--- src/rtl/can_rxb_pkg.sv ---
package can_rxb_pkg;
  typedef enum logic [1:0] {
    MODE_LEGACY = 2'd0,
    MODE_ENH1   = 2'd1,
    MODE_ENH2   = 2'd2,
    MODE_ENH3   = 2'd3
  } rxb_mode_e;

  localparam int unsigned SLOTS = 2;
endpackage

--- src/rtl/can_rxb_route.sv ---
module can_rxb_route (
  input  logic       valid,
  input  logic       target,
  input  logic [1:0] free_n,
  input  logic       roll,
  output logic [1:0] store,
  output logic [1:0] drop
);
  always_comb begin
    store = 2'b00;
    drop  = 2'b00;
    if (valid) begin
      if (!target) begin
        if (!free_n[0])                store[0] = 1'b1;
        else if (roll && !free_n[1])   store[1] = 1'b1;
        else if (roll)                 drop[1]  = 1'b1;
        else                           drop[0]  = 1'b1;
      end else begin
        if (!free_n[1])                store[1] = 1'b1;
        else                           drop[1]  = 1'b1;
      end
    end
  end
endmodule

--- src/rtl/can_rxb_flags.sv ---
module can_rxb_flags #(
  parameter int FHIT_W = 5
) (
  input  logic              clk,
  input  logic              rst,
  input  logic              store,
  input  logic              clr_full,
  input  logic              clr_irq,
  input  logic              drop_here,
  input  logic [FHIT_W-1:0] fhit_in,
  output logic              full,
  output logic              irq,
  output logic              ovf,
  output logic [FHIT_W-1:0] fhit
);
  logic full_kept;
  assign full_kept = full & ~clr_full;

  always_ff @(posedge clk) begin
    if (rst) begin
      full <= 1'b0;
      irq  <= 1'b0;
      ovf  <= 1'b0;
      fhit <= '0;
    end else begin
      if (store) begin
        full <= 1'b1;
        irq  <= 1'b1;
        fhit <= fhit_in;
      end else begin
        full <= full_kept;
        if (clr_irq)        irq <= 1'b0;
        else if (full_kept) irq <= 1'b1;
      end
      if (drop_here) ovf <= 1'b1;
    end
  end
endmodule

--- src/rtl/can_rxb_store.sv ---
module can_rxb_store #(
  parameter int W     = 97,
  parameter int DEPTH = 2,
  localparam int AW   = (DEPTH > 1) ? $clog2(DEPTH) : 1
) (
  input  logic          clk,
  input  logic          we,
  input  logic [AW-1:0] waddr,
  input  logic [W-1:0]  wdata,
  input  logic [AW-1:0] raddr,
  output logic [W-1:0]  rdata
);
  logic [W-1:0] mem [DEPTH];

  always_ff @(posedge clk) begin
    if (we) mem[waddr] <= wdata;
    rdata <= mem[raddr];
  end
endmodule

--- src/rtl/can_rxbuf_pair.sv ---
module can_rxbuf_pair #(
  parameter int ID_W       = 29,
  parameter int DLC_W      = 4,
  parameter int DATA_BYTES = 8,
  parameter int FHIT_W     = 5,
  localparam int DATA_W    = 8 * DATA_BYTES,
  localparam int FRAME_W   = ID_W + DLC_W + DATA_W
) (
  input  logic              clk,
  input  logic              rst,
  input  logic              in_valid,
  input  logic              in_target,
  input  logic [ID_W-1:0]   in_id,
  input  logic [DLC_W-1:0]  in_dlc,
  input  logic [DATA_W-1:0] in_data,
  input  logic [FHIT_W-1:0] in_fhit,
  input  logic [1:0]        clr_full,
  input  logic [1:0]        clr_irq,
  input  logic              cfg_wr,
  input  logic [1:0]        cfg_mode_in,
  input  logic              cfg_roll_in,
  input  logic              rd_sel,
  output logic [1:0]        full,
  output logic [1:0]        irq,
  output logic [FHIT_W-1:0] fhit0,
  output logic [FHIT_W-1:0] fhit1,
  output logic              ovf_pulse,
  output logic [1:0]        ovf_sticky,
  output logic              jtoff,
  output logic [ID_W-1:0]   rd_id,
  output logic [DLC_W-1:0]  rd_dlc,
  output logic [DATA_W-1:0] rd_data
);
  import can_rxb_pkg::*;

  localparam logic [FHIT_W-1:0] LEG_MASK0 = FHIT_W'(1);
  localparam logic [FHIT_W-1:0] LEG_MASK1 = FHIT_W'(7);

  rxb_mode_e mode_q;
  logic      roll_q;

  always_ff @(posedge clk) begin
    if (rst) begin
      mode_q <= MODE_LEGACY;
      roll_q <= 1'b0;
    end else if (cfg_wr) begin
      mode_q <= rxb_mode_e'(cfg_mode_in);
      roll_q <= cfg_roll_in;
    end
  end

  assign jtoff = (mode_q == MODE_LEGACY) ? roll_q : 1'b0;

  logic [1:0] busy;
  logic [1:0] store;
  logic [1:0] drop;
  assign busy = full & ~clr_full;

  can_rxb_route u_route (
    .valid  (in_valid),
    .target (in_target),
    .free_n (busy),
    .roll   (roll_q),
    .store  (store),
    .drop   (drop)
  );

  logic [FHIT_W-1:0] fhit_fmt [2];
  logic [FHIT_W-1:0] fhit_arr [2];

  for (genvar g = 0; g < SLOTS; g++) begin : g_slot
    localparam logic [FHIT_W-1:0] MASK = (g == 0) ? LEG_MASK0 : LEG_MASK1;
    assign fhit_fmt[g] = (mode_q == MODE_LEGACY) ? (in_fhit & MASK) : in_fhit;

    can_rxb_flags #(.FHIT_W(FHIT_W)) u_flags (
      .clk       (clk),
      .rst       (rst),
      .store     (store[g]),
      .clr_full  (clr_full[g]),
      .clr_irq   (clr_irq[g]),
      .drop_here (drop[g]),
      .fhit_in   (fhit_fmt[g]),
      .full      (full[g]),
      .irq       (irq[g]),
      .ovf       (ovf_sticky[g]),
      .fhit      (fhit_arr[g])
    );
  end

  assign fhit0 = fhit_arr[0];
  assign fhit1 = fhit_arr[1];

  always_ff @(posedge clk) begin
    if (rst) ovf_pulse <= 1'b0;
    else     ovf_pulse <= |drop;
  end

  logic [FRAME_W-1:0] rd_word;

  can_rxb_store #(.W(FRAME_W), .DEPTH(SLOTS)) u_store (
    .clk   (clk),
    .we    (|store),
    .waddr (store[1]),
    .wdata ({in_id, in_dlc, in_data}),
    .raddr (rd_sel),
    .rdata (rd_word)
  );

  assign {rd_id, rd_dlc, rd_data} = rd_word;
endmodule

--- config.mk ---
export PLATFORM = sky130hd
export DESIGN_NAME = can_rxbuf_pair
export DESIGN_NICKNAME = d
export VERILOG_FILES = /design/src/rtl/can_rxb_pkg.sv /design/src/rtl/can_rxb_route.sv /design/src/rtl/can_rxb_flags.sv /design/src/rtl/can_rxb_store.sv /design/src/rtl/can_rxbuf_pair.sv
export SDC_FILE = /design/constraint.sdc
export NUM_CORES = 1
export LEC_CHECK = 0
export BUFFER_PORTS_ARGS = -buffer_cell sky130_fd_sc_hd__buf_2
export CAP_MARGIN = 20
export CORE_ASPECT_RATIO = 1.2
export CORE_MARGIN = 2
export CORE_UTILIZATION = 50
export CTS_BUF_LIST = sky130_fd_sc_hd__clkbuf_4 sky130_fd_sc_hd__clkbuf_8
export DETAILED_ROUTE_END_ITERATION = 10
export PLACE_DENSITY = 0.84
export RECOVER_POWER = 25
export SLEW_MARGIN = 20
export SYNTH_ARGS = -nofsm -noshare
export SYNTH_HDL_FRONTEND = slang
export SYNTH_SLANG_ARGS = --single-unit
export TNS_END_PERCENT = 10
--- constraint.sdc ---
create_clock -name clk -period 2.95 [get_ports clk]
set_input_delay 0.295 -clock clk [delete_from_list [all_inputs] [get_ports clk]]
set_output_delay 0.295 -clock clk [all_outputs]
set_load 0.02 [all_outputs]
### Word-level counts from Yosys, hierarchy flattened

Memory sizes are Yosys's and may differ from the RTL's. A register that Yosys moved wholly into a read port is not among the register bits.
Cells that the tools add are included.

* bitwise logic cells: 6
* multiplexer cells: 28
* reductions and logical operators: 7

Operator list (number)
* 1-bit 2-to-1 mux: 22
* 5-bit 2-to-1 mux: 2
* 2-bit 2-to-1 mux: 4
* 3-bit nonzero test: 2
* 2-bit OR reduction: 2
* 1-bit bitwise AND: 2
* 2-bit bitwise AND: 1
* 2-bit zero test: 1
* 1-bit NOT: 2
* 2-bit NOT: 1
* 1-bit logical AND: 1
* 1-bit zero test: 1

* memories: 1
* bits of input ports: 115
* register bits after elaboration: 20
* logic and storage cells: 53
* RAM bits: 194

Memory list
* u_store.mem: words 2, bits a word 97, rd ports 1, clocked after Yosys merged registers in 1, wr ports 1, line can_rxb_store.sv:13 `logic [W-1:0] mem [DEPTH];`

### Depth between registers and ports, before layout

Gate-level depths: netlist (run 1).

* word-level depth: 11
* mapped depth: 4

### Modules after synthesis

Synthesis (run 1) repeated with hierarchy kept, for this count alone.

* cells, all modules: 482
* area total of the unflattened synthesis: 9883.2 µm²

By module, submodules not included
* can_rxb_store: area each 9071.2 µm², times used 1, cells an instance 401
* can_rxb_flags: area each 289.0 µm², times used 2, cells an instance 27
* can_rxbuf_pair: area each 185.2 µm², times used 1, cells an instance 21
* can_rxb_route: area each 48.8 µm², times used 1, cells an instance 6

### Worst setup path after synthesis (run 1)

OpenSTA, ideal clock, no wires.

* kind: input -> register
* start: input in_valid
* end: memory u_store.mem[0][0] (enable)
* setup time: 0.451 ns
* slack: -0.015 ns
* arrival: 2.514 ns
* stages: 4
* path buffers: 1
* cells stage by stage: nor2b_1 -> buf_2 -> nand2_1 -> inv_1

* word-level cells in the longest chain between the ends: 4

Ends and longest elaborated chain
* start: declaration: line can_rxbuf_pair.sv:11 `input logic in_valid,`
* 2-bit 2-to-1 mux *: line can_rxb_route.sv:12 `if (valid) begin`
* 2-bit OR reduction: line can_rxbuf_pair.sv:102 `.we (|store),`
* 1-bit 2-to-1 mux: line can_rxb_store.sv:16 `if (we) mem[waddr] <= wdata;`
* 1-bit 2-to-1 mux (not written as such): line can_rxb_store.sv:16
* end: declaration: line can_rxb_store.sv:13

Mark *: on every way between the ends. The rest lies on a longest branch, timed or not.

### Worst setup path after layout (run 1)

* start: register g_slot[0].u_flags.full
* end: memory u_store.mem[0][19] (enable)

* word-level cells in the longest chain between the ends: 7
* elaborated cells between the ends (all ways): 9

Ends and longest elaborated chain
* start: declaration: line can_rxb_flags.sv:11 `output logic full,`
* start signal: assignment: line can_rxb_flags.sv:31 `full <= full_kept;`
* 2-bit bitwise AND *: line can_rxbuf_pair.sv:57 `assign busy = full & ~clr_full;`
* 1-bit 2-to-1 mux: line can_rxb_route.sv:14 `if (!free_n[0]) store[0] = 1'b1;`
* 1-bit 2-to-1 mux: line can_rxb_route.sv:13 `if (!target) begin`
* 2-bit 2-to-1 mux *: line can_rxb_route.sv:12
* 2-bit OR reduction: line can_rxbuf_pair.sv:102
* 1-bit 2-to-1 mux: line can_rxb_store.sv:16
* 1-bit 2-to-1 mux (not written as such): line can_rxb_store.sv:16

Marked as above.

==> results of run 1 <==
[power groups by stage]
stage	sequential, uW	clock, uW	combinational [uW]
floorplan	5130	0	228
global placement	5000	0	597
detailed placement	5010	0	611
CTS	4920	3380	717
global route	4940	3570	752
finish	4920	3300	706
[cell families (layout without fill, tap and decap cells)]
group           after synthesis  in the layout  synth area share (%)
buf+inv                      25            420                  1.59
flops                       311            311                  82.2
simple gates                 31             31                  1.88
mux                         105            105                  12.9
compound gates               22             22                  1.37
[synthesized netlist by cell type (2+ instances only)]
cell        n  share of area (%)
o21ai_0     6               0.30
nand3b_1    2               0.15
nand2b_1   11               0.69
edfxtp_1  194                 59
nor2_1      6               0.23
buf_2       9               0.45
dfxtp_1   117                 24
mux2i_1     8               0.81
o21bai_1    2               0.15
mux2_4     30                4.5
buf_6       4               0.45
nand4_1     4               0.25
nor2b_1     2               0.13
inv_1       3               0.11
clkbuf_1    2              0.076
buf_4       6               0.45
mux2_2     67                7.6
a21oi_1    10               0.50
[metal layers]
metal | share of wire [%] | global-route usage, % | up-vias
met5 | 0 | 0 | -
met3 | 7.1 | 5.28 | 37
met2 | 53 | 32.4 | 224
li1 | - | - | 2561
met1 | 38 | 20.0 | 2611
met4 | 2.2 | 5.99 | 0
[sequential cells by signal (all words and copies together) (netlist names)]
register             flops
roll_q                   1
g_slot.u_flags.ovf       2
g_slot.u_flags.fhit     10
u_store.rdata           97
g_slot.u_flags.full      2
u_store.mem            194
mode_q                   2
ovf_pulse                1
g_slot.u_flags.irq       2
[worst max-delay path by stage]
| stage | from | cells after the start | to |
|---|---|---|---|
| 4_1_cts | g_slot[0].u_flags.full | 4 | u_store.mem[0][6] |
| 3_5_place_dp | in_valid | 5 | u_store.mem[0][78] |
| 2_1_floorplan | in_valid | 4 | u_store.mem[0][0] |
| 3_3_place_gp | in_valid | 5 | u_store.mem[0][10] |
| 6_report | g_slot[0].u_flags.full | 4 | u_store.mem[0][19] |
| 5_1_grt | g_slot[0].u_flags.full | 4 | u_store.mem[0][85] |
[cell usage in the layout, fill, tap and decap left out]
master         instances
buf_12                 5
nand4_1                4
clkinv_2               4
clkinv_1               5
o22ai_1                1
clkbuf_2               1
clkbuf_4              20
mux2_2                67
mux2_4                30
edfxtp_1             194
nand2b_1              11
clkinvlp_4             2
nand2_1                1
inv_4                  1
dfxtp_1              117
a31oi_1                1
mux2i_1                8
clkbuf_1              56
a21oi_1               10
o21ai_0                6
nand3_1                1
buf_4                  2
o211ai_4               1
nor2_1                 6
and2b_1                1
or2_2                  1
o21bai_1               2
inv_1                  2
buf_1                  1
nor2b_1                2
nand3b_1               2
and3b_4                1
nor3b_1                1
buf_2                170
o211ai_1               1
dlygate4sd3_1        100
clkbuf_8              51
[stage by stage]
stage | cell area [um2] | cells
after floorplan | 9940 | 494
after global placement | 11400 | 969
after detailed placement | 11400 | 969
after CTS | 13300 | 1150
after global routing | 13200 | 1150
final | 13200 | 1150
[layout make-up]
| class | instances | share of cell area (%) |
|---|---|---|
| clock buffers | 71 | 6.45 |
| clock inverters | 10 | 0.351 |
| inverters | 4 | 0.161 |
| multi-input cells | 158 | 12.2 |
| flip-flops and latches | 311 | 61.8 |
| well taps | 261 | 2.47 |
| repair buffers | 335 | 16.5 |
[what timing repair did]
action                                 in CTS  in global routing
endpoints found under the hold margin     197                  0
hold buffers                              100                  0
setup endpoints to repair                   0                  0
resized for setup                           0                  0
[worst max-delay path, cell delays in order (launching register included)]
cell and delay, ns:
dfxtp_1 0.40, nand2b_1 0.20, nand2_1 0.19, clkinvlp_4 0.51, buf_12 0.41
==> metrics.txt, run 1 <==
total global-route track usage=17.8%; vias in the first global route=5,645; Area Overhead vs Synth=33.0%; sequential cell area=8170 um2; Root Driver=clkbuf_8; Iter 0 DRT Violations=231; pre-CTS WS=0.753 ns; worst reg-to-reg setup slack=0.94 ns; first-pass GRT wire length=28.8 mm; ys async rst share=0%; HPWL Detailed=11.3 mm; Antenna Cells=0; Fmax=496 MHz; setup_tns=0 ns; share of layout cells above drive strength 1=40.0%; pwr dens=676 nW/um2; Slew HR=59.7%; Reg clk slew, reported paths=0.07 ns; Overall Power=8930 uW; total grt overflow=0; internal power=7020 uW; CTS tree=done; synthesized flop and latch total=311; Worst Hold Path EP=g_slot[1].u_flags.irq; clock share of power=37.0%; Post-synth EDFFs=194; max-slew violations=0; Cells after Synth=494; Critical Path Source Type=flop; number of max-cap violations=0; YS warnings=0; post-route ant nets=0; Flop pwr share=55.1%; postcts setup bufs=0; largest net degree at the start of global routing=58; critical path arrival=2.27 ns; maximum VDD drop=0.000427 V; reg2reg path depth=4; final worst slack=0.936 ns; Sw Pwr=1910 uW; Net Sw Frac=21.4%; Worst Max-Slew Pin Slew=0.603 ns; min cycle time layout=2.01 ns; area of the multi-input gates=1610 um2; status=complete, no violations; synthesized net count=609; Tcrit/Tclk final=68.3%; critical setup path kind=reg2reg; critical path data required time=3.21 ns; register area share after synthesis=82.2%; Die X=133 um; Clock Sinks=311; Setup Skew=0.00938 ns; initial antenna violation count=0; critical-path maximum fanout=39; vias=5,433; DR pass1 iterations=4; Syn Area/Cell=20.1 um2; Worst Setup End Kind=flop; min-delay src=clr_irq[1]; Avg WL per Cell=16.6 um; Core Rows=56; Max Root-Sink Buffers=3; Port Buffer Count=229; Core Util, Final=67.6%; Fin. Hold Viols=0; vias per inst=4.72; count of cell types in the netlist=29; final setup fails=0; worst hold path cell count=3; fill count=1,265; synthesized cell area=9930 um2; Routed Wire Length=19.1 mm; CTS buffer count=45; leak pwr=0.00517 uW; Top Ports=230; worst skew pair latency=0.52 ns; Die Ht=158 um; core area=19,500 um2; Combinational Power Share=7.9%; WHS=0.0378 ns; H-Tree Depth=2; Placer Congestion=0.756; Reg-to-Reg End=u_store.mem[0][19]; Hold Path Class=in2reg; final net count=970; Initial Util=50.8%; Critical R2R Launch=g_slot[0].u_flags.full; drt drc=0; Primary FF master, synth=edfxtp_1; RSZ-0062 raised after global routing=false; DIE AREA=21,000 um2
Power figures use the tool's default switching activity.
==> inputs of run 2 (changes only) <==
--- a/config.mk
+++ b/config.mk
@@ -9,10 +9,10 @@
 export CAP_MARGIN = 20
 export CORE_ASPECT_RATIO = 1.2
 export CORE_MARGIN = 2
-export CORE_UTILIZATION = 50
+export CORE_UTILIZATION = 55
 export CTS_BUF_LIST = sky130_fd_sc_hd__clkbuf_4 sky130_fd_sc_hd__clkbuf_8
 export DETAILED_ROUTE_END_ITERATION = 10
-export PLACE_DENSITY = 0.84
+export PLACE_DENSITY = 0.87
 export RECOVER_POWER = 25
 export SLEW_MARGIN = 20
 export SYNTH_ARGS = -nofsm -noshare
==> constraint.sdc (replaced) <==
create_clock -name clk -period 2.1 [get_ports clk]
set_input_delay 0.21 -clock clk [delete_from_list [all_inputs] [get_ports clk]]
set_output_delay 0.21 -clock clk [all_outputs]
set_load 0.02 [all_outputs]
==> run 2 against run 1 <==
Sequential power is 41% higher. Critical endpoint is now jtoff. Total power up 41%. Largest power group unchanged. Sequential cell count unchanged. Via count increased by 3.2%. Clock power up 41%. Register-to-register slack lost 0.51 ns. Die area is 8.8% lower. Worst hold slack better by 0.0045 ns. Non-clock buffer count is 12 higher. Count of clock-buffer cells in the layout down 9. Largest cell class unchanged. Critical path depth down 1. Combinational power rose by 46%.
==> metrics.txt, run 2 (synthesized netlist as in run 1, its figures left out) <==
Worst Max-Slew Pin Slew=0.453 ns; Hold Path Class=in2reg; DIE AREA=19,200 um2; RSZ-0062 raised after global routing=false; final worst slack=0.401 ns; Clock Sinks=311; largest net degree at the start of global routing=76; Root Driver=clkbuf_8; Die X=127 um; sequential cell area=8170 um2; Biggest register=u_store.mem; Sw Pwr=2770 uW; CTS tree=done; post-route ant nets=0; postcts setup bufs=0; Fin. Hold Viols=0; Top Ports=230; maximum VDD drop=0.000577 V; max-slew violations=0; most frequent cells in the layout=194 x edfxtp_1, 161 x buf_2, 116 x dfxtp_1, 109 x dlygate4sd3_1, 67 x mux2_2; status=complete, no violations; vias=5,609; Initial Util=56.3%; top flop regs=u_store.mem x194, u_store.rdata x97, g_slot.u_flags.fhit x10; leak pwr=0.00520 uW; critical setup path kind=reg2out; Net Sw Frac=22.0%; first-pass GRT wire length=31.6 mm; clock share of power=36.9%; Port Buffer Count=229; fill count=973; min cycle time layout=1.70 ns; Fmax=589 MHz; critical path data required time=1.89 ns; commonest non-fill, non-tap cell in the layout=edfxtp_1; Worst Setup End Kind=primary output; total grt overflow=0; Routed Wire Length=21.0 mm; H-Tree Depth=2; Flop pwr share=55.0%; setup_tns=0 ns; Iter 0 DRT Violations=268; number of flip-flops in the largest register=194; Slew HR=69.8%; Setup Skew=0.0192 ns; Combinational Power Share=8.1%; Max Root-Sink Buffers=3; total global-route track usage=21.6%; CTS buffer count=45; final setup fails=0; share of layout cells above drive strength 1=38.9%; vias per inst=4.99; pwr dens=949 nW/um2; DR pass1 iterations=4; WHS=0.0423 ns; core area=17,600 um2; pre-CTS WS=0.487 ns; internal power=9820 uW; final net count=982; worst reg-to-reg setup slack=0.43 ns; Reg clk slew, reported paths=0.06 ns; Area Overhead vs Synth=33.6%; Critical Path Source Type=flop; vias in the first global route=6,190; worst skew pair latency=0.54 ns; number of max-cap violations=0; critical-path maximum fanout=7; Overall Power=12,600 uW; Tcrit/Tclk final=80.9%; drt drc=0; Die Ht=151 um; HPWL Detailed=12.0 mm; CTS resizes=0; area of the multi-input gates=1620 um2; Placer Congestion=0.882; Avg WL per Cell=18.7 um; critical path arrival=1.49 ns; Core Rows=53; initial antenna violation count=1
run 2: power by group through the flow:
| stage | Sequential, uW | Combinational (uW) | Clock (uW) |
|---|---|---|---|
| finish | 6920 | 1030 | 4650 |
| global route | 6940 | 1090 | 5000 |
| CTS | 6920 | 1030 | 4730 |
| detailed placement | 7050 | 861 | 0 |
| global placement | 7030 | 827 | 0 |
| floorplan | 7200 | 321 | 0 |
run 2: through the flow:
| step | instances | utilization [%] | area (um2) |
|---|---|---|---|
| after floorplan | 494 | - | 9950 |
| after global placement | 931 | 64.4 | 11400 |
| after detailed placement | 931 | 64.4 | 11400 |
| after CTS | 1123 | 75.7 | 13300 |
| after global routing | 1124 | 75.2 | 13300 |
| final | 1124 | 75.2 | 13300 |
run 2: path summary, 6_finish.rpt:
| path | depth (start not counted) | from | end |
|---|---|---|---|
| worst max-delay path | 3 | mode_q[1] | jtoff |
| worst min-delay path | 3 | cfg_wr | mode_q[0] |
| worst max register to register | 4 | roll_q | u_store.mem[1][87] |
| worst min register to register | 2 | g_slot[1].u_flags.ovf | g_slot[1].u_flags.ovf |
run 2: layer usage:
layer  GRT usage [%]  wire [um]  up-vias
met3            5.33       1310       40
li1                -          -     2595
met1            23.2       7730     2745
met4            8.57        595        0
met2            40.9      11300      229
met5               0          0        -
run 2: worst max-delay path: stages, from the launching register on:
cell	delay, ns
dfxtp_1	0.32
or2_2	0.37
nor2_1	0.11
buf_2	0.17
run 2: layout make-up:
class	instances	area share, %
clock buffer	62	5.82
antenna	1	0.0189
timing repair buffer	347	17.2
inverter	4	0.160
sequential	311	61.6
multi-input combinational	158	12.2
tap	220	2.07
clock inverter	21	0.924
run 2: timing repair:
action | 4_1_cts | 5_1_grt
endpoints found under the setup margin | 0 | 0
endpoints found under the hold margin | 211 | 0
hold buffers | 109 | 0
==> inputs of run 3 (changes only) <==
--- a/config.mk
+++ b/config.mk
@@ -9,10 +9,10 @@
 export CAP_MARGIN = 20
 export CORE_ASPECT_RATIO = 1.2
 export CORE_MARGIN = 2
-export CORE_UTILIZATION = 55
+export CORE_UTILIZATION = 50
 export CTS_BUF_LIST = sky130_fd_sc_hd__clkbuf_4 sky130_fd_sc_hd__clkbuf_8
 export DETAILED_ROUTE_END_ITERATION = 10
-export PLACE_DENSITY = 0.87
+export PLACE_DENSITY = 0.84
 export RECOVER_POWER = 25
 export SLEW_MARGIN = 20
 export SYNTH_ARGS = -nofsm -noshare
==> constraint.sdc (replaced) <==
create_clock -name clk -period 1.5 [get_ports clk]
set_input_delay 0.15 -clock clk [delete_from_list [all_inputs] [get_ports clk]]
set_output_delay 0.15 -clock clk [all_outputs]
set_load 0.02 [all_outputs]
==> run 3 against run 2 <==
Combinational power up 43%. Worst hold slack improved by 0.019 ns. Die area up 9.7%. Total power grew 50%. Sequential power is 40% higher. Utilization fell by 5.4 points. Sequential cell count stayed put.
==> metrics.txt, run 3 (synthesized netlist as in run 1, its figures left out) <==
status=complete, no violations; Die Ht=158 um; clock share of power=40.9%; Routed Wire Length=20.0 mm; initial antenna violation count=0; Slew HR=74.3%; critical setup path kind=reg2out; Finished Cell Area=13,700 um2; Critical Path Source Type=flop; critical path data required time=1.35 ns; critical path arrival=1.32 ns; vias per inst=4.75; core area=19,500 um2; Area Overhead vs Synth=37.4%; Root Driver=clkbuf_8; Fmax=679 MHz; Clock Sinks=311; Net Sw Frac=21.7%; Fin. Hold Viols=0; most frequent cells in the layout=194 x edfxtp_1, 169 x buf_2, 115 x dfxtp_1, 114 x dlygate4sd3_1, 67 x mux2_2; Reg clk slew, reported paths=0.06 ns; reg2reg path depth=4; maximum VDD drop=0.00125 V; CTS buffer count=47; max-slew violations=0; Core Rows=56; Sw Pwr=4090 uW; placed cell area=11,500 um2; Biggest register=u_store.mem; vias in the first global route=6,019; share of layout cells above drive strength 1=41.3%; Flop pwr share=51.4%; Port Buffer Count=229; CTS tree=done; pwr dens=1380 nW/um2; Setup Skew=0.0235 ns; commonest non-fill, non-tap cell in the layout=edfxtp_1; Hold Path Class=in2reg; Layout Cells excl Fill=1,178; min cycle time layout=1.47 ns; leak pwr=0.00536 uW; worst hold path cell count=3; first-pass GRT wire length=30.3 mm; Slowest-stage cell, CP=dfxtp_2; min-delay src=in_target; top flop regs=u_store.mem x194, u_store.rdata x97, g_slot.u_flags.fhit x10; post-route ant nets=0; fill count=1,222; Initial Util=50.8%; number of max-cap violations=0; drt drc=0; Core Util, Final=69.8%; Reg-to-Reg End=u_store.mem[1][69]; Placer Congestion=0.773; total grt overflow=0; DIE AREA=21,000 um2; Worst Setup End Kind=primary output; total global-route track usage=18.5%; Die X=133 um; placed cell count=973; CP peak stage delay=0.32 ns; DR pass1 iterations=4; final setup fails=0; Top Ports=230; HPWL Detailed=11.4 mm; final net count=992; number of flip-flops in the largest register=194; crit path cell chain=or2_4 -> nor2_4 -> buf_6; Worst Hold Path EP=ovf_pulse; Combinational Power Share=7.8%; vias=5,590; largest net degree at the start of global routing=58; worst skew pair latency=0.54 ns; Overall Power=18,900 uW; Tcrit/Tclk final=98.2%; H-Tree Depth=2; Iter 0 DRT Violations=210; Worst Max-Slew Pin Slew=0.385 ns; RSZ-0062 raised after global routing=true; WHS=0.0614 ns; Critical R2R Launch=g_slot[0].u_flags.full; Max Root-Sink Buffers=3; worst reg-to-reg setup slack=0.05 ns; critical-path maximum fanout=2; Avg WL per Cell=17.0 um; internal power=14,800 uW
[run 3: changes by cell type in the layout (fill, tap and decap cells not counted), moves of 2 or more]
cell / before / now
clkbuf_1: 64 / 56
inv_6: 0 / 2
dlygate4sd3_1: 109 / 114
buf_12: 5 / 7
clkbuf_4: 13 / 5
clkinv_2: 8 / 11
buf_2: 161 / 169
bufinv_16: 1 / 5
clkbuf_8: 49 / 57
clkinv_1: 10 / 3
[run 3: repair_timing]
item / in CTS / in global routing
resized for setup: 5 / 2
pin swaps: 1 / 1
gates cloned: 0 / 0
setup buffers: 1 / 1
endpoints found under the setup margin: 1 / 2
hold buffers: 114 / 0
hold endpoints to repair: 214 / 0
[run 3: per-stage QoR]
| stage | TNS, ns | setup WS (ns) |
|---|---|---|
| floorplan | -145.58 | -0.801 |
| global placement | 0 | 0.0195 |
| detailed placement | 0 | 0.0109 |
| CTS | -0.00906 | -0.00906 |
| global route | -0.0338 | -0.0338 |
| finish | 0 | 0.0265 |
[run 3: power groups by stage]
| stage | Clock, uW | Sequential (uW) | Combinational [uW] |
|---|---|---|---|
| floorplan | 0 | 10100 | 452 |
| global placement | 0 | 9840 | 1190 |
| detailed placement | 0 | 9860 | 1220 |
| CTS | 7850 | 9680 | 1470 |
| global route | 8240 | 9710 | 1560 |
| finish | 7700 | 9680 | 1470 |
[run 3: metal layers]
layer | wire length, um | global-route usage, % | vias to the layer above
met4 | 416 | 5.94 | 0
met1 | 7490 | 19.9 | 2716
li1 | - | - | 2623
met2 | 10700 | 34.6 | 212
met3 | 1360 | 5.86 | 39
met5 | 0 | 0 | -
[run 3: area by class of cell]
class,instances,area (um2),share of cell area (%)
Antenna cell,1,2.50,0.0183
Clock buffer,62,822,6.02
Clock inverter,26,272,1.99
Inverter,4,21.3,0.156
Multi-Input combinational cell,158,1640,12.0
Sequential cell,311,8170,59.8
Tap cell,261,327,2.39
Timing Repair Buffer,355,2400,17.6
[run 3: how the worst max path moves through the flow]
stage | from | to | slack [ns] | cells after the start
floorplan | g_slot[0].u_flags.full | u_store.mem[0][0] | -0.80 | 3
global placement | in_target | u_store.mem[0][86] | 0.02 | 5
detailed placement | in_target | u_store.mem[0][90] | 0.01 | 5
CTS | mode_q[0] | jtoff | -0.009 | 3
global route | mode_q[1] | jtoff | -0.03 | 3
finish | mode_q[1] | jtoff | 0.03 | 3
[run 3: worst max-delay path: cells and delay by family (launching register included)]
family                 cells  cell delay [ns]
and+or+nand+nor            2             0.35
buffers and inverters      1             0.12
DFF                        1             0.32
